File: src/rtl/ssi_tx_pkg.sv
package ssi_tx_pkg;
  typedef enum logic [1:0] {
    ST_IDLE  = 2'd0,
    ST_SHIFT = 2'd1,
    ST_HOLD  = 2'd2
  } tx_state_e;
endpackage

File: src/rtl/ssi_clk_sync.sv
module ssi_clk_sync #(
  parameter int STAGES = 2
) (
  input  logic clk_i,
  input  logic rst_ni,
  input  logic sclk_i,
  output logic rise_o,
  output logic fall_o
);
  // q[STAGES-1] is the synchronised level, q[STAGES] its previous value
  logic [STAGES:0] q;

  always_ff @(posedge clk_i or negedge rst_ni) begin
    if (!rst_ni) q[0] <= 1'b1;
    else         q[0] <= sclk_i;
  end

  for (genvar i = 1; i <= STAGES; i++) begin : g_stage
    always_ff @(posedge clk_i or negedge rst_ni) begin
      if (!rst_ni) q[i] <= 1'b1;
      else         q[i] <= q[i-1];
    end
  end

  assign rise_o = q[STAGES-1] & ~q[STAGES];
  assign fall_o = ~q[STAGES-1] & q[STAGES];
endmodule

File: src/rtl/ssi_word_queue.sv
module ssi_word_queue #(
  parameter int W = 32
) (
  input  logic         clk_i,
  input  logic         rst_ni,
  input  logic [W-1:0] word_i,
  input  logic         valid_i,
  output logic         ready_o,
  input  logic         trig_mode_i,
  input  logic         trig_i,
  input  logic         take_i,
  output logic [W-1:0] word_o,
  output logic         avail_o,
  output logic         empty_o
);
  logic [W-1:0] hold_q;
  logic         vld_q;
  logic         trig_q;

  always_ff @(posedge clk_i or negedge rst_ni) begin
    if (!rst_ni) begin
      hold_q <= '0;
      vld_q  <= 1'b0;
      trig_q <= 1'b0;
    end else begin
      if (valid_i && !vld_q) begin
        hold_q <= word_i;
        vld_q  <= 1'b1;
      end else if (take_i) begin
        vld_q  <= 1'b0;
      end
      if (!trig_mode_i || take_i) trig_q <= 1'b0;
      if (trig_mode_i && trig_i)  trig_q <= 1'b1;
    end
  end

  assign ready_o = ~vld_q;
  assign empty_o = ~vld_q;
  assign word_o  = hold_q;
  assign avail_o = vld_q & (~trig_mode_i | trig_q);

  AST_TAKE_HELD: assert property (@(posedge clk_i) disable iff (!rst_ni)
    take_i |=> !vld_q);
  AST_TRIG_GATE: assert property (@(posedge clk_i) disable iff (!rst_ni)
    (take_i && trig_mode_i) |-> trig_q);
endmodule

File: src/rtl/ssi_pause_mon.sv
module ssi_pause_mon #(
  parameter int TP_W = 16
) (
  input  logic            clk_i,
  input  logic            rst_ni,
  input  logic            arm_i,
  input  logic            rise_i,
  input  logic            fall_i,
  input  logic [TP_W-1:0] tp_i,
  output logic            in_pause_o,
  output logic            err_o
);
  logic            arm_q;
  logic [TP_W-1:0] cnt_q;
  logic            err_q;

  always_ff @(posedge clk_i or negedge rst_ni) begin
    if (!rst_ni) begin
      arm_q <= 1'b0;
      cnt_q <= '0;
      err_q <= 1'b0;
    end else begin
      err_q <= fall_i && (cnt_q != '0);
      if (arm_i) begin
        arm_q <= 1'b1;
      end else if (rise_i && arm_q) begin
        arm_q <= 1'b0;
        cnt_q <= tp_i;
      end else if (cnt_q != '0) begin
        cnt_q <= cnt_q - TP_W'(1);
      end
    end
  end

  assign in_pause_o = (cnt_q != '0);
  assign err_o      = err_q;

  AST_ERR_PULSE: assert property (@(posedge clk_i) disable iff (!rst_ni)
    err_q |=> !err_q);
endmodule

File: src/rtl/ssi_tx_engine.sv
module ssi_tx_engine
  import ssi_tx_pkg::*;
#(
  parameter int MAX_BITS = 32,
  parameter int LEN_W    = 6,
  parameter int TV_W     = 8,
  parameter int TM_W     = 16
) (
  input  logic                clk_i,
  input  logic                rst_ni,
  input  logic                rise_i,
  input  logic                fall_i,
  input  logic                pause_i,
  input  logic                avail_i,
  input  logic [MAX_BITS-1:0] word_i,
  input  logic [LEN_W-1:0]    len_i,
  input  logic [TV_W-1:0]     tv_i,
  input  logic [TM_W-1:0]     tm_i,
  output logic                take_o,
  output logic                arm_o,
  output logic                sdata_o,
  output logic                busy_o,
  output logic                underrun_o
);
  localparam logic [LEN_W-1:0] LenMin = LEN_W'(3);
  localparam logic [LEN_W-1:0] LenMax = LEN_W'(MAX_BITS);

  tx_state_e           state_q;
  logic [MAX_BITS-1:0] sh_q;
  logic [LEN_W-1:0]    cnt_q;
  logic                pend_q;
  logic                pend_bit_q;
  logic [TV_W-1:0]     dly_q;
  logic [TM_W-1:0]     tm_q;
  logic                sdata_q;
  logic                und_q;

  logic [LEN_W-1:0]    len_eff;
  logic [MAX_BITS-1:0] aligned;
  logic                start;
  logic                last_fall;

  always_comb begin
    len_eff = len_i;
    if (len_i < LenMin)      len_eff = LenMin;
    else if (len_i > LenMax) len_eff = LenMax;
  end

  assign aligned   = word_i << (LenMax - len_eff);
  assign start     = (state_q == ST_IDLE) && fall_i && !pause_i;
  assign last_fall = (state_q == ST_SHIFT) && fall_i && (cnt_q == len_eff);
  assign take_o    = start && avail_i;
  assign arm_o     = last_fall;

  always_ff @(posedge clk_i or negedge rst_ni) begin
    if (!rst_ni) begin
      state_q    <= ST_IDLE;
      sh_q       <= '1;
      cnt_q      <= '0;
      pend_q     <= 1'b0;
      pend_bit_q <= 1'b1;
      dly_q      <= '0;
      tm_q       <= '0;
      sdata_q    <= 1'b1;
      und_q      <= 1'b0;
    end else begin
      und_q <= 1'b0;
      unique case (state_q)
        ST_IDLE: begin
          if (start) begin
            state_q <= ST_SHIFT;
            cnt_q   <= '0;
            pend_q  <= 1'b0;
            sh_q    <= avail_i ? aligned : '1;
            und_q   <= ~avail_i;
          end
        end
        ST_SHIFT: begin
          if (last_fall) begin
            state_q <= ST_HOLD;
            sdata_q <= 1'b0;
            pend_q  <= 1'b0;
            tm_q    <= tm_i;
          end else if (rise_i && (cnt_q != len_eff)) begin
            cnt_q <= cnt_q + LEN_W'(1);
            sh_q  <= sh_q << 1;
            if (tv_i == '0) begin
              sdata_q <= sh_q[MAX_BITS-1];
              pend_q  <= 1'b0;
            end else begin
              pend_q     <= 1'b1;
              pend_bit_q <= sh_q[MAX_BITS-1];
              dly_q      <= tv_i;
            end
          end else if (pend_q) begin
            // delayed bit update
            if (dly_q == TV_W'(1)) begin
              sdata_q <= pend_bit_q;
              pend_q  <= 1'b0;
            end else begin
              dly_q <= dly_q - TV_W'(1);
            end
          end
        end
        ST_HOLD: begin
          if (tm_q <= TM_W'(1)) begin
            state_q <= ST_IDLE;
            sdata_q <= 1'b1;
          end else begin
            tm_q <= tm_q - TM_W'(1);
          end
        end
        default: state_q <= ST_IDLE;
      endcase
    end
  end

  assign sdata_o    = sdata_q;
  assign busy_o     = (state_q != ST_IDLE);
  assign underrun_o = und_q;

  AST_IDLE_HIGH: assert property (@(posedge clk_i) disable iff (!rst_ni)
    (state_q == ST_IDLE) |-> sdata_q);
  AST_HOLD_LOW: assert property (@(posedge clk_i) disable iff (!rst_ni)
    (state_q == ST_HOLD) |-> !sdata_q);
  AST_CNT_BOUND: assert property (@(posedge clk_i) disable iff (!rst_ni)
    cnt_q <= LenMax);
  AST_NO_START_IN_PAUSE: assert property (@(posedge clk_i) disable iff (!rst_ni)
    ((state_q == ST_IDLE) && fall_i && pause_i) |=> (state_q == ST_IDLE));
  AST_BUSY_START: assert property (@(posedge clk_i) disable iff (!rst_ni)
    start |=> busy_o);
  AST_UNDERRUN_ONES: assert property (@(posedge clk_i) disable iff (!rst_ni)
    und_q |-> ((state_q == ST_SHIFT) && (&sh_q)));
endmodule

File: src/rtl/ssi_slave_tx.sv
module ssi_slave_tx #(
  parameter int MAX_BITS    = 32,
  parameter int TV_W        = 8,
  parameter int TM_W        = 16,
  parameter int TP_W        = 16,
  parameter int SYNC_STAGES = 2,
  localparam int LEN_W      = $clog2(MAX_BITS + 1)
) (
  input  logic                clk_i,
  input  logic                rst_ni,
  input  logic [MAX_BITS-1:0] word_i,
  input  logic                word_valid_i,
  output logic                word_ready_o,
  input  logic [LEN_W-1:0]    word_len_i,
  input  logic [TV_W-1:0]     tv_i,
  input  logic [TM_W-1:0]     tm_i,
  input  logic [TP_W-1:0]     tp_i,
  input  logic                trig_mode_i,
  input  logic                trig_i,
  input  logic                sclk_i,
  output logic                sdata_o,
  output logic                busy_o,
  output logic                empty_o,
  output logic                underrun_o,
  output logic                timing_err_o
);
  logic                rise, fall;
  logic                take, avail, arm, in_pause;
  logic [MAX_BITS-1:0] held_word;

  ssi_clk_sync #(.STAGES(SYNC_STAGES)) u_sync (
    .clk_i  (clk_i),
    .rst_ni (rst_ni),
    .sclk_i (sclk_i),
    .rise_o (rise),
    .fall_o (fall)
  );

  ssi_word_queue #(.W(MAX_BITS)) u_queue (
    .clk_i       (clk_i),
    .rst_ni      (rst_ni),
    .word_i      (word_i),
    .valid_i     (word_valid_i),
    .ready_o     (word_ready_o),
    .trig_mode_i (trig_mode_i),
    .trig_i      (trig_i),
    .take_i      (take),
    .word_o      (held_word),
    .avail_o     (avail),
    .empty_o     (empty_o)
  );

  ssi_pause_mon #(.TP_W(TP_W)) u_pause (
    .clk_i      (clk_i),
    .rst_ni     (rst_ni),
    .arm_i      (arm),
    .rise_i     (rise),
    .fall_i     (fall),
    .tp_i       (tp_i),
    .in_pause_o (in_pause),
    .err_o      (timing_err_o)
  );

  ssi_tx_engine #(
    .MAX_BITS (MAX_BITS),
    .LEN_W    (LEN_W),
    .TV_W     (TV_W),
    .TM_W     (TM_W)
  ) u_engine (
    .clk_i      (clk_i),
    .rst_ni     (rst_ni),
    .rise_i     (rise),
    .fall_i     (fall),
    .pause_i    (in_pause),
    .avail_i    (avail),
    .word_i     (held_word),
    .len_i      (word_len_i),
    .tv_i       (tv_i),
    .tm_i       (tm_i),
    .take_o     (take),
    .arm_o      (arm),
    .sdata_o    (sdata_o),
    .busy_o     (busy_o),
    .underrun_o (underrun_o)
  );
endmodule

File: config.mk
export PLATFORM = sky130hd
export DESIGN_NAME = ssi_slave_tx
export DESIGN_NICKNAME = d
export VERILOG_FILES = /design/src/rtl/ssi_tx_pkg.sv /design/src/rtl/ssi_clk_sync.sv /design/src/rtl/ssi_word_queue.sv /design/src/rtl/ssi_pause_mon.sv /design/src/rtl/ssi_tx_engine.sv /design/src/rtl/ssi_slave_tx.sv
export SDC_FILE = /design/constraint.sdc
export NUM_CORES = 1
export LEC_CHECK = 0
export BUFFER_PORTS_ARGS = -buffer_cell sky130_fd_sc_hd__buf_2
export CAP_MARGIN = 5
export CORE_MARGIN = 2
export CORE_UTILIZATION = 25
export CTS_BUF_LIST = sky130_fd_sc_hd__clkbuf_2 sky130_fd_sc_hd__clkbuf_4 sky130_fd_sc_hd__clkbuf_8
export DETAILED_ROUTE_END_ITERATION = 16
export GPL_ROUTABILITY_DRIVEN = 0
export GPL_TIMING_DRIVEN = 0
export PLACE_DENSITY = 0.44
export SETUP_SLACK_MARGIN = 0.02
export SYNTH_ARGS = -nofsm -noshare
export SYNTH_HDL_FRONTEND = slang
export SYNTH_SLANG_ARGS = --single-unit
File: constraint.sdc
create_clock -name clk_i -period 3.75 [get_ports clk_i]
set_input_delay 0.75 -clock clk_i [delete_from_list [all_inputs] [get_ports clk_i]]
set_output_delay 0.75 -clock clk_i [all_outputs]
set_load 0.005 [all_outputs]
==> flow_metrics.py, run 1 <==
metrics = {
    "cells_and_area": {
        "fin_cells": 1447,
        "final_cell_area_sq_um": 9830,
        "fillers": 3459,
        "drive_above_1_share": 0.265,
        "nNetsFinal": 1086,
        "synthToLayoutAreaGrowth_pct": 19.8,
        "diodes": 0,
    },
    "grt": {
        "antenna_found_initial": 0,
        "grt_pass1_vias": 7243,
        "track_usage": 0.160,
        "grt_pass1_wl_um": 41900,
        "grt_overflow": 0,
        "grt_start_max_net_pins": 82,
    },
    "setup_path": {
        "cp-start-kind": "primary input",
        "cp.required_ns": 4.13,
        "crit_chain": "buf_2 > or4_1 > buf_2 > nand2_1 > inv_4 > buf_6 > ha_1 > buf_6 > buf_12 > clkbuf_8 > mux4_2 > mux2i_2 > nor2_1 > a2111oi_2 > a211oi_1",
        "crit_family": "buffers and inverters",
        "critPathKind": "primary input to flop",
        "crit_fanout": 10,
        "r2r_cells": 11,
        "critPathCapture": "u_engine.sh_q[20]",
        "end_kind": "flop",
        "cp.buffers_inverters": 7,
        "cp_num_cells": 15,
        "r2r_end": "u_engine.cnt_q[3]",
        "crit_slowest_cell": "or4_1",
        "worstPathArrival_ns": 3.98,
        "cp_slowest_stage_delay_ns": 0.51,
        "r2r-start": "u_pause.cnt_q[0]",
        "r2r_setup_slack_ns": 0.34,
        "crit_start": "word_len_i[2]",
    },
    "logic_synthesis": {
        "yosysWarnings": 0,
        "seq_area_frac_synth": 0.381,
        "synth_top_family_by_area": "compound AO/OA/AOI/OAI gates",
        "postSynthAreaPerCell_sq_um": 9.28,
        "syn_nets": 978,
        "syn_inst": 884,
        "synthArstFlopShare": 1.00,
        "ys_top_cells_by_count": "115 x nor2_1, 86 x dfrtp_1, 67 x nand2_1, 61 x a21oi_1, 42 x clkbuf_1",
        "synthMuxAreaShare": 0.172,
        "synthXorXnorAreaFrac": 0.00641,
        "synth-simple-area-share": 0.184,
        "ys_ff_latch": 123,
        "synth_area_leaders": "dfrtp_1 26%, dfstp_2 12%, mux4_2 7.7%, nor2_1 5.3%, mux2_2 5.1%",
        "synth_area_sq_um": 8200,
        "synth_compound_area_frac": 0.201,
        "synth.most_common_cell": "nor2_1",
        "yosysUniqueCellTypes": 73,
        "synth_edf_count": 0,
        "synth_top_area_share": 0.262,
        "synth.largest_area_cell": "dfrtp_1",
        "synth_flop_cell": "dfrtp_1",
        "synth_adder_area_share": 0.0153,
    },
    "drt": {
        "first_iter_violations": 441,
        "drc": 0,
        "wl_um": 26700,
        "dr.pass1.iters": 4,
        "vias": 7515,
        "drt.antenna.violating_nets": 0,
        "vias_per_cell": 5.19,
        "wire_per_inst_um": 18.5,
    },
    "pwr": {
        "clkPwrFrac": 0.253,
        "combPwrFrac": 0.341,
        "swShare": 0.372,
        "intPower_mw": 3.52,
        "power_mw": 5.60,
        "cellPowerDensity_nw_per_um2": 569,
        "p_leak_nw": 3.88,
        "power.share.sequential": 0.406,
        "p_sw_mw": 2.08,
        "irDropWorstVdd_mv": 0.298,
    },
    "place": {
        "dp.cells": 1416,
        "port_buffers": 89,
        "post-dp-hpwl_um": 19700,
        "pre_cts_slack_ns": -0.948,
        "place_area_sq_um": 9250,
    },
    "sta": {
        "maxSlewViolCount": 0,
        "fin_crit_sh": 0.959,
        "final_hold_viol_count": 0,
        "finalSetupViolCount": 0,
        "slew_headroom": 0.337,
        "rsz0062_at_grt": "yes",
        "worst_pin_slew_ns": 0.988,
        "finClkSkew_ns": 0.0206,
        "fmax_mhz": 278,
        "fin_crit_ns": 3.60,
        "finalSetupTns_ns": 0,
        "setup_slack_ns": 0.152,
    },
    "clock_network": {
        "tritoncts": "yes",
        "path_clk_slew_ns": 0.08,
        "h-tree-depth": 4,
        "cts_buffer_depth": 2,
        "ctsHoldBuffers": 0,
        "cts_root_buf": "clkbuf_8",
        "insertion_delay_ns": 0.48,
        "clock_sinks": 123,
        "numCtsBuffers": 17,
    },
    "die": {
        "core_area_sq_um": 32500,
        "placementRows": 66,
        "die_area_sq_um": 34300,
        "fp.dieH_um": 185,
        "die_w_um": 185,
        "start_util": 0.253,
        "pin_count": 90,
    },
    "run": {
        "maxCapViolCount": 0,
    },
    "min_path": {
        "hp-class": "primary input to asynchronous set/reset pin",
    },
    "outcome": {
        "status": "complete, no violations",
    },
}
-- layout make-up --
cell class / count / area, sq um / share of cell area
Multi-Input combinational cell: 677 / 4830 / 0.491
Sequential cell: 123 / 3120 / 0.318
Tap cell: 442 / 553 / 0.0563
Timing Repair Buffer: 90 / 479 / 0.0488
Clock buffer: 25 / 325 / 0.0331
Buffer: 57 / 283 / 0.0288
Clock inverter: 7 / 135 / 0.0138
Inverter: 26 / 100 / 0.0102
-- worst min path at each step --
| stage | startpoint | to | slack, ns |
|---|---|---|---|
| after floorplan | u_sync.q[0] | u_sync.q[1] | 0.35 |
| after global placement | u_sync.q[0] | u_sync.q[1] | 0.35 |
| after detailed placement | u_sync.q[0] | u_sync.q[1] | 0.35 |
| after CTS | rst_ni | u_queue.word_o[29] | 0.18 |
| after global routing | rst_ni | u_queue.word_o[30] | 0.20 |
| final | rst_ni | u_queue.word_o[30] | 0.20 |
-- logic make-up (layout without fill, tap and decap cells) --
kind of cell | Yosys count | after routing
AO/OA/AOI/OAI | 246 | 246
multiplexers | 101 | 101
XOR/XNOR | 6 | 6
AND/OR/NAND/NOR | 314 | 314
adder cells (fa/ha/maj) | 10 | 10
buffers and inverters | 84 | 205
flip-flops | 123 | 123
-- registers in the layout (all words and copies together) (netlist names), 2 cells and up --
name	cells
u_engine.tm_q	16
u_queue.word_o	32
u_pause.cnt_q	16
u_engine.state_q	2
u_engine.sh_q	32
u_engine.cnt_q	6
u_engine.dly_q	8
u_sync.q	3
-- power by group through the flow --
stage	clock network (mW)	logic [mW]	registers, mW
final	1.41	1.91	2.27
after global routing	1.51	2.12	2.34
after CTS	1.46	1.89	2.26
after detailed placement	0	1.86	2.27
after global placement	0	1.84	2.28
after floorplan	0	1.35	2.16
-- per-layer routing --
metal | track usage | part of all wire
met5 | 0 | 0
met4 | 0.0606 | 0.025
met3 | 0.0297 | 0.044
met2 | 0.238 | 0.45
met1 | 0.228 | 0.48
-- stage by stage --
step	hold WS, ns	utilization
after detailed placement	0.349	0.285
final	0.196	0.303
after CTS	0.179	0.301
after global routing	0.204	0.303
after global placement	0.349	0.284
after floorplan	0.345	-
-- placed cells by master, fill, tap and decap left out, types with 28 or more instances in the layout --
cell      netlist  routed
dfstp_2        37      37
nor2_1        115     115
mux2_2         37      37
nand2_1        67      67
dfrtp_1        86      86
a21oi_1        61      60
o21ai_0        38      38
mux2i_1        36      33
buf_2           7      96
clkbuf_1       42      35
mux4_2         28      28
nand3_1        28      28
-- what timing repair did --
action	4_1_cts	5_1_grt
gates cloned	0	0
setup buffers	0	0
pin swaps	1	1
resized for setup	17	16
endpoints found under the setup margin	25	29
Power figures use the tool's default switching activity.
==> run 2: changes to the inputs <==
--- a/config.mk
+++ b/config.mk
@@ -5,6 +5,7 @@
 export SDC_FILE = /design/constraint.sdc
 export NUM_CORES = 1
 export LEC_CHECK = 0
+export ABC_AREA = 1
 export BUFFER_PORTS_ARGS = -buffer_cell sky130_fd_sc_hd__buf_2
 export CAP_MARGIN = 5
 export CORE_MARGIN = 2
@@ -13,7 +14,8 @@
 export DETAILED_ROUTE_END_ITERATION = 16
 export GPL_ROUTABILITY_DRIVEN = 0
 export GPL_TIMING_DRIVEN = 0
-export PLACE_DENSITY = 0.44
+export HOLD_SLACK_MARGIN = 0.05
+export PLACE_DENSITY = 0.43
 export SETUP_SLACK_MARGIN = 0.02
 export SYNTH_ARGS = -nofsm -noshare
 export SYNTH_HDL_FRONTEND = slang
==> flow_metrics.py, run 2 <==
metrics = {
    "sta": {
        "finalSetupTns_ns": 0,
        "timing.hold.ws_ns": 0.206,
        "setup_slack_ns": 0.549,
        "final_hold_viol_count": 0,
        "maxSlewViolCount": 0,
        "finalSetupViolCount": 0,
        "fmax_mhz": 312,
        "worst_pin_slew_ns": 0.749,
        "fin_crit_sh": 0.854,
        "rsz0062_at_grt": "no",
        "fin_crit_ns": 3.20,
        "finClkSkew_ns": 0.0132,
        "slew_headroom": 0.499,
    },
    "clock_network": {
        "h-tree-depth": 4,
        "insertion_delay_ns": 0.47,
        "cts_buffer_depth": 2,
        "clock_sinks": 123,
        "post-cts-setup-buffer-count": 0,
        "ctsResizeCount": 0,
        "path_clk_slew_ns": 0.09,
        "tritoncts": "yes",
        "ctsHoldBuffers": 0,
        "numCtsBuffers": 17,
        "cts_root_buf": "clkbuf_8",
    },
    "logic_synthesis": {
        "synth_top_area_share": 0.247,
        "synth_area_sq_um": 8710,
        "synth_edf_count": 0,
        "ys_ff_latch": 123,
        "synth_flop_cell": "dfrtp_1",
        "synth.largest_area_cell": "dfrtp_1",
        "seq_area_frac_synth": 0.359,
        "yosysWarnings": 0,
        "ys_top_cells_by_count": "383 x nand2_1, 247 x nand3_1, 135 x nor2_1, 105 x inv_1, 86 x dfrtp_1",
        "postSynthAreaPerCell_sq_um": 6.70,
        "synth_area_leaders": "dfrtp_1 25%, nand2_1 17%, nand3_1 14%, dfstp_2 11%, nor2_1 5.8%",
        "synthArstFlopShare": 1.00,
        "syn_nets": 1393,
        "syn_inst": 1299,
        "yosysUniqueCellTypes": 43,
        "synth.most_common_cell": "nand2_1",
    },
    "min_path": {
        "hp-class": "primary input to asynchronous set/reset pin",
    },
    "cells_and_area": {
        "finalCoreUtilization": 0.297,
        "drive_above_1_share": 0.175,
        "final_cell_area_sq_um": 10200,
        "nNetsFinal": 1502,
        "fin_cells": 1876,
        "final_common_cell": "nand2_1",
        "diodes": 0,
        "synthToLayoutAreaGrowth_pct": 17.5,
        "fillers": 3853,
        "layout_common_cells": "383 x nand2_1, 247 x nand3_1, 135 x nor2_1",
    },
    "setup_path": {
        "r2r_setup_slack_ns": 1.27,
        "end_kind": "flop",
        "cp-start-kind": "primary input",
        "crit_chain": "buf_2 > inv_2 > nand2_1 > nand2_4 > inv_1 > ha_1 > inv_1 > clkbuf_1 > nand3_1 > nand2_1 > nand3_1 > o21ai_0 > nand3_2 > o21ai_2",
        "crit_family": "simple AND/OR/NAND/NOR gates",
        "worstPathArrival_ns": 3.61,
        "cp.required_ns": 4.16,
        "critPathKind": "primary input to flop",
        "crit_fanout": 10,
        "crit_slowest_cell": "clkbuf_1",
        "cp.buffers_inverters": 5,
        "cp_slowest_stage_delay_ns": 0.42,
    },
    "die": {
        "pin_count": 90,
        "start_util": 0.253,
        "die_w_um": 191,
        "die_area_sq_um": 36300,
        "placementRows": 68,
        "fp.dieH_um": 191,
        "core_area_sq_um": 34500,
    },
    "place": {
        "post-dp-hpwl_um": 20700,
        "pre_cts_slack_ns": 0.147,
        "port_buffers": 89,
        "dp.cells": 1844,
        "place_area_sq_um": 9760,
    },
    "drt": {
        "wire_per_inst_um": 14.5,
        "wl_um": 27200,
        "vias": 8782,
        "first_iter_violations": 612,
        "dr.pass1.iters": 5,
        "drc": 0,
        "vias_per_cell": 4.68,
        "drt.antenna.violating_nets": 0,
    },
    "grt": {
        "grt_overflow": 0,
        "grt_pass1_vias": 8337,
        "track_usage": 0.156,
        "antenna_found_initial": 0,
        "grt_start_max_net_pins": 83,
        "grt_pass1_wl_um": 44500,
    },
    "pwr": {
        "power_mw": 7.24,
        "p_leak_nw": 5.04,
        "cellPowerDensity_nw_per_um2": 707,
        "irDropWorstVdd_mv": 0.287,
    },
    "outcome": {
        "status": "complete, no violations",
    },
    "run": {
        "maxCapViolCount": 0,
    },
}
## run 2: cell count changes after synthesis, sizes merged, moves of 33 or more
cell / delta
nand2: +327
mux2: -33
mux2i: -36
inv: +85
nand3: +231
o21ai: +51
## run 2: cell type report
class	count	area [sq um]	share of cell area
multi-input combinational	1000	4850	0.474
sequential	123	3120	0.305
tap	455	569	0.0556
timing repair buffer	90	479	0.0468
inverter	112	420	0.0411
buffer	64	317	0.0309
clock inverter	15	245	0.0240
clock buffer	17	234	0.0229
## run 2: cells by family (layout without fill, tap and decap cells)
family,count (synthesis),count (layout),synth area share
simple gates,814,814,0.416
buf+inv,176,298,0.0846
compound gates,155,155,0.103
flops,123,123,0.359
xor+xnor,17,17,0.0180
fa+ha+maj,10,10,0.0144
mux,4,4,0.00517
## run 2: final timing paths
check / from / endpoint / cells after the start
worst min-delay path: rst_ni / u_pause.cnt_q[6] / 1
max in group asynchronous: rst_ni / u_engine.sh_q[23] / 2
worst max-delay path: word_len_i[5] / u_engine.sh_q[4] / 14
worst max register to register: u_sync.q[1] / u_pause.cnt_q[8] / 8
worst min register to register: u_sync.q[0] / u_sync.q[1] / 0
min in group clk_i: u_sync.q[0] / u_sync.q[1] / 0
## run 2: where the power goes
group / switching, mW / total, mW / internal, mW
Sequential: 0.344 / 2.34 / 2.00
Combinational: 2.23 / 3.41 / 1.18
Clock: 0.628 / 1.49 / 0.859
Total: 3.20 / 7.24 / 4.04
## run 2: routing by layer
| layer | vias to the layer above | part of all wire | track usage |
|---|---|---|---|
| li1 | 4458 | - | - |
| met1 | 4127 | 0.48 | 0.210 |
| met2 | 180 | 0.47 | 0.257 |
| met3 | 17 | 0.042 | 0.0296 |
| met4 | 0 | 0.0091 | 0.0364 |
| met5 | - | 0 | 0 |
